## src/rtl/ebuf_pkg.sv

```systemverilog
package ebuf_pkg;

    // Verdict of the once-per-frame pointer comparison.
    typedef enum logic [1:0] {
        VERDICT_BAL  = 2'd0,
        VERDICT_POS  = 2'd1,
        VERDICT_NEG  = 2'd2,
        VERDICT_LOST = 2'd3
    } verdict_e;

endpackage

```

## src/rtl/ebuf_store.sv

```systemverilog
module ebuf_store #(
    parameter int DEPTH = 16,
    parameter int AW    = $clog2(DEPTH)
) (
    input  logic          clk,
    input  logic          rst_n,
    input  logic          we,
    input  logic [AW-1:0] waddr,
    input  logic          wbit,
    input  logic [AW-1:0] raddr,
    output logic          rbit
);

    logic [DEPTH-1:0] cells_d;
    logic [DEPTH-1:0] cells_q;

    // One next-value term per cell.
    for (genvar gi = 0; gi < DEPTH; gi++) begin : g_cell
        always_comb begin
            cells_d[gi] = cells_q[gi];
            if (we && (waddr == AW'(gi))) begin
                cells_d[gi] = wbit;
            end
        end
    end

    always_ff @(posedge clk or negedge rst_n) begin
        if (!rst_n) begin
            cells_q <= '0;
        end else begin
            cells_q <= cells_d;
        end
    end

    // Read sees the contents before the current edge.
    assign rbit = cells_q[raddr];

endmodule

```

## src/rtl/ebuf_judge.sv

```systemverilog
module ebuf_judge
    import ebuf_pkg::*;
#(
    parameter int AW      = 4,
    parameter int BAL_LO  = 6,
    parameter int BAL_HI  = 10,
    parameter int LOST_LO = 2,
    parameter int LOST_HI = 14
) (
    input  logic [AW-1:0] wlat,
    input  logic [AW-1:0] rlat,
    output verdict_e      verdict
);

    logic [AW-1:0] gap;
    int            gap_i;

    always_comb begin
        gap   = wlat - rlat;
        gap_i = int'(gap);
        if ((gap_i <= LOST_LO) || (gap_i >= LOST_HI)) begin
            verdict = VERDICT_LOST;
        end else if (gap_i < BAL_LO) begin
            verdict = VERDICT_POS;
        end else if (gap_i > BAL_HI) begin
            verdict = VERDICT_NEG;
        end else begin
            verdict = VERDICT_BAL;
        end
    end

endmodule

```

## src/rtl/elastic_stuff_buffer.sv

```systemverilog
module elastic_stuff_buffer
    import ebuf_pkg::*;
#(
    parameter int DEPTH = 16
) (
    input  logic clk,
    input  logic rst_n,
    input  logic din,
    input  logic wr_tick,
    input  logic rd_tick,
    input  logic word_mark,
    output logic dout,
    output logic pos_stuff,
    output logic neg_stuff_n,
    output logic reinit
);

    localparam int AW       = $clog2(DEPTH);
    localparam int BAND     = DEPTH / 8;
    localparam int BAL_LO   = DEPTH / 2 - BAND;
    localparam int BAL_HI   = DEPTH / 2 + BAND;
    localparam int LOST_LO  = BAND;
    localparam int LOST_HI  = DEPTH - BAND;
    localparam logic [AW-1:0] HALF = AW'(DEPTH / 2);

    typedef struct packed {
        logic [AW-1:0] wptr;
        logic [AW-1:0] rptr;
        logic [AW-1:0] wlat;
        logic [AW-1:0] rlat;
        logic          hold;
        logic          dout;
        logic          mark;
        logic          judge;
        logic          reinit;
        verdict_e      verdict;
    } state_t;

    state_t   st_d;
    state_t   st_q;
    logic     rbit;
    verdict_e verdict_now;

    // Views for the bound checker.
    logic [AW-1:0] wr_ptr_q;
    logic [AW-1:0] rd_ptr_q;
    logic          hold_q;
    assign wr_ptr_q = st_q.wptr;
    assign rd_ptr_q = st_q.rptr;
    assign hold_q   = st_q.hold;

    ebuf_store #(
        .DEPTH (DEPTH),
        .AW    (AW)
    ) u_store (
        .clk   (clk),
        .rst_n (rst_n),
        .we    (wr_tick),
        .waddr (st_q.wptr),
        .wbit  (din),
        .raddr (st_q.rptr),
        .rbit  (rbit)
    );

    ebuf_judge #(
        .AW      (AW),
        .BAL_LO  (BAL_LO),
        .BAL_HI  (BAL_HI),
        .LOST_LO (LOST_LO),
        .LOST_HI (LOST_HI)
    ) u_judge (
        .wlat    (st_q.wlat),
        .rlat    (st_q.rlat),
        .verdict (verdict_now)
    );

    always_comb begin
        st_d        = st_q;
        st_d.mark   = word_mark;
        st_d.judge  = 1'b0;
        st_d.reinit = 1'b0;
        st_d.dout   = st_q.hold;

        if (wr_tick) begin
            st_d.wptr = st_q.wptr + AW'(1);
        end

        // Single snapshot on the leading cycle of the word strobe.
        if (word_mark && !st_q.mark) begin
            st_d.wlat  = st_q.wptr;
            st_d.rlat  = st_q.rptr;
            st_d.judge = 1'b1;
        end

        if (st_q.judge) begin
            st_d.verdict = verdict_now;
        end

        if (st_q.judge && (verdict_now == VERDICT_LOST)) begin
            st_d.reinit = 1'b1;
            st_d.rptr   = st_d.wptr - HALF;
        end else if (rd_tick) begin
            st_d.hold = rbit;
            st_d.rptr = st_q.rptr + AW'(1);
        end
    end

    always_ff @(posedge clk or negedge rst_n) begin
        if (!rst_n) begin
            st_q         <= '0;
            st_q.rptr    <= HALF;
            st_q.verdict <= VERDICT_BAL;
        end else begin
            st_q <= st_d;
        end
    end

    assign dout        = st_q.dout;
    assign pos_stuff   = (st_q.verdict == VERDICT_POS) && !word_mark;
    assign neg_stuff_n = (st_q.verdict != VERDICT_NEG);
    assign reinit      = st_q.reinit;

endmodule

```

## config.mk

```make
export PLATFORM = sky130hd
export DESIGN_NAME = elastic_stuff_buffer
export DESIGN_NICKNAME = d
export VERILOG_FILES = /design/src/rtl/ebuf_pkg.sv /design/src/rtl/ebuf_store.sv /design/src/rtl/ebuf_judge.sv /design/src/rtl/elastic_stuff_buffer.sv
export SDC_FILE = /design/constraint.sdc
export NUM_CORES = 1
export LEC_CHECK = 0
export CAP_MARGIN = 20
export CORE_ASPECT_RATIO = 1.5
export CORE_MARGIN = 2
export CORE_UTILIZATION = 40
export CTS_CLUSTER_DIAMETER = 120
export DETAILED_ROUTE_END_ITERATION = 8
export GPL_TIMING_DRIVEN = 0
export PLACE_DENSITY = 0.66
export SLEW_MARGIN = 40
export SYNTH_ARGS = -nofsm -noshare
export SYNTH_HDL_FRONTEND = slang
export SYNTH_SLANG_ARGS = --single-unit
export TNS_END_PERCENT = 30
```

## constraint.sdc

```tcl
create_clock -name clk -period 4.1 [get_ports clk]
set_clock_uncertainty 0.1 [all_clocks]
set_input_delay 0.82 -clock clk [delete_from_list [all_inputs] [get_ports clk]]
set_output_delay 0.82 -clock clk [all_outputs]
set_load 0.03 [all_outputs]
```

==> impl_metrics.tcl <==
set metrics [dict create \
    dp_hpwl_um 2800 \
    hold_ws_ns 0.298 \
    grt_pass1_vias 1300 \
    muxShareOfSynthArea_pct 22.8 \
    drv_slew 0 \
    timing.rr.start "st_q[11]" \
    diodes 0 \
    post_drt_via_cell_ratio 5.00 \
    worstMarginPinSlew_ns 0.440 \
    num_vias 1200 \
    relSlewSlack_pct 70.7 \
    grt_pass1_wl_um 6120 \
    grt.total_usage_pct 15.7 \
    rows 31 \
    synth_top_family_by_area "multiplexers" \
    portBuffers 8 \
    ys.flop_type "dfrtp_1" \
    clkTransAtPathRegs_ns 0.08 \
    die_w_um 61.0 \
    final.min_clock_period_ns 3.08 \
    max_freq_mhz 324 \
    wl_per_cell_um 15.3 \
    maxCapViolations 0 \
    end_kind "output port" \
    holdBufCountCts 0 \
    final_antenna_net_count 0 \
    fin_tns_setup_ns 0 \
    timing.critical_path.to "pos_stuff" \
    ys_async_sr_fraction_pct 100 \
    drive_gt1_share_pct 23.6 \
    period_share_pct 75.2 \
    dp.cells 232 \
    yosysUniqueCellTypes 30 \
    run_status "complete, no violations" \
    cts_made_buffers 5 \
    cts_root_buf "clkbuf_8" \
    drcViolationCount 0 \
    rsz0062_at_grt "no" \
    synth-xor-area-share_pct 4.49 \
    cts.sinks 39 \
    synth_area_um2 1950 \
    synthAdderAreaFrac_pct 6.16 \
    first_pass_iters 4 \
    r2r_cells 9 \
    cts_setup_buffers 0 \
    core_um2 4770 \
    yosysSeqAreaShare_pct 50.1 \
    h-tree-depth 2 \
    cts_resized 0 \
    finalWirelength_um 3660 \
    layout.cells.non_filler 240 \
    die_area_um2 5460 \
    cp.required_ns 3.18 \
    antenna_found_initial 0 \
    start_kind "input pin" \
    synth_cells 157 \
    clk_path_buf_depth 2 \
    r2r_setup_slack_ns 1.66 \
    synth_compound_area_share_pct 3.72 \
    p_leak_nw 0.992 \
    nNetsFinal 188 \
    gp_congestion 0.717 \
    dieHeight_um 89.5 \
    ios 10 \
    yosys_register_bits 39 \
    powerDensity_nw_per_um2 828 \
    syn_to_final_growth_pct 15.3 \
    synth_edf_count 0 \
    finalSetupViolCount 0 \
    final_hold_viol_count 0 \
    grt.overflow.total 0 \
    reg2reg_to "rd_ptr_q[0]" \
    syn_nets 172 \
    critical_path_arrival_ns 2.16 \
    worstSkewPairLatency_ns 0.29 \
    drt_iter0_drc 26 \
    hold_path_class "reg2reg" \
    cts_tree "yes" \
    synth_simple_gate_area_share_pct 9.43 \
    avgSynthCellArea_um2 12.4 \
    startpoint "word_mark" \
    setup.worst_path.class "in2out" \
    grt_max_degree 27 \
    crit_fanout 3 \
    place_area_um2 2140 \
    vdd_drop_max_uv 290 \
    yosys_warnings 0 \
    start_util_pct 40.9 \
    fin_area_um2 2250 \
]
cells in the mapped netlist (all sizes together), types with 2 or more instances:
| library cell | count | area [um^2] |
|---|---|---|
| and3 | 2 | 12.5 |
| mux2 | 27 | 308 |
| inv | 8 | 30.0 |
| ha | 8 | 100 |
| xnor2 | 6 | 52.6 |
| nor2 | 5 | 18.8 |
| dfrtp | 38 | 951 |
| a21oi | 3 | 15.0 |
| o211ai | 2 | 15.0 |
| nand4 | 3 | 18.8 |
| nor3b | 2 | 15.0 |
| nand2 | 21 | 78.8 |
| mux4 | 5 | 128 |
| xor2 | 4 | 35.0 |
| clkbuf | 6 | 22.5 |
| o21ai | 5 | 25.0 |
critical path, cell delays in order:
cell and delay (ns):
clkdlybuf4s50_1 0.44, nor3b_1 0.21, clkdlybuf4s50_1 0.70
flip-flops by register name, summed over array words and instances, names as in the netlist:
name / count
dout: 1
hold_q: 1
rd_ptr_q: 4
reinit: 1
st_q: 12
u_store.cells_q: 16
wr_ptr_q: 4
worst min-delay path by stage:
stage          endpoint  slack, ns  cells after the start   start
4_1_cts            dout       0.30                      0  hold_q
2_1_floorplan      dout       0.25                      0  hold_q
6_report           dout       0.30                      0  hold_q
3_5_place_dp       dout       0.28                      0  hold_q
3_3_place_gp       dout       0.27                      0  hold_q
5_1_grt            dout       0.32                      0  hold_q
per-stage QoR:
stage,worst slack (ns),power [mW],utilization [%]
4_1_cts,1.00,1.89,47.1
5_1_grt,0.959,1.99,47.1
3_3_place_gp,1.02,1.50,44.3
2_1_floorplan,1.62,1.33,-
6_report,1.02,1.86,47.1
3_5_place_dp,1.01,1.56,44.8
area by class of cell:
| class | instances | area [um^2] |
|---|---|---|
| fillers | 455 | 2520 |
| plain buffers | 7 | 33.8 |
| clock inverters | 3 | 43.8 |
| flip-flops and latches | 39 | 977 |
| repair buffers | 9 | 103 |
| multi-input cells | 103 | 910 |
| inverters | 8 | 30.0 |
| well taps | 66 | 82.6 |
| clock buffers | 5 | 68.8 |
layout by cell type, fill, tap and decap left out, types with 2 or more instances in the layout:
cell             netlist  final
nand2_1               21     21
a21oi_1                3      3
nor3b_1                2      2
mux4_1                 4      4
xor2_1                 4      4
clkbuf_1               6      6
inv_1                  8      8
clkdlybuf4s50_1        0      7
o211ai_1               2      2
nor2_1                 5      5
and3_1                 2      2
nand4_1                3      3
xnor2_1                6      6
dfrtp_1               38     38
ha_1                   8      8
clkbuf_8               0      5
mux2_2                26     26
o21ai_0                5      5
per-layer routing:
layer,global-route usage (%),up-vias,part of all wire [%]
met4,5.34,0,1.5
met2,28.5,16,56
met5,0,-,0
met3,3.91,6,2.9
met1,17.4,603,40
li1,-,575,-
cells by family after synthesis:
family                   Yosys count
multiplexers                      33
adder cells (fa/ha/maj)            9
XOR/XNOR                          10
AO/OA/AOI/OAI                     12
AND/OR/NAND/NOR                   39
buffers and inverters             15
flip-flops                        39
power by group:
group | switching (mW) | leakage [nW] | internal (mW) | total, mW
clock | 0.137 | 0.0581 | 0.181 | 0.318
combinational | 0.410 | 0.461 | 0.446 | 0.856
sequential | 0.123 | 0.473 | 0.565 | 0.688
Note: power is estimated with default switching activity, not from simulation.
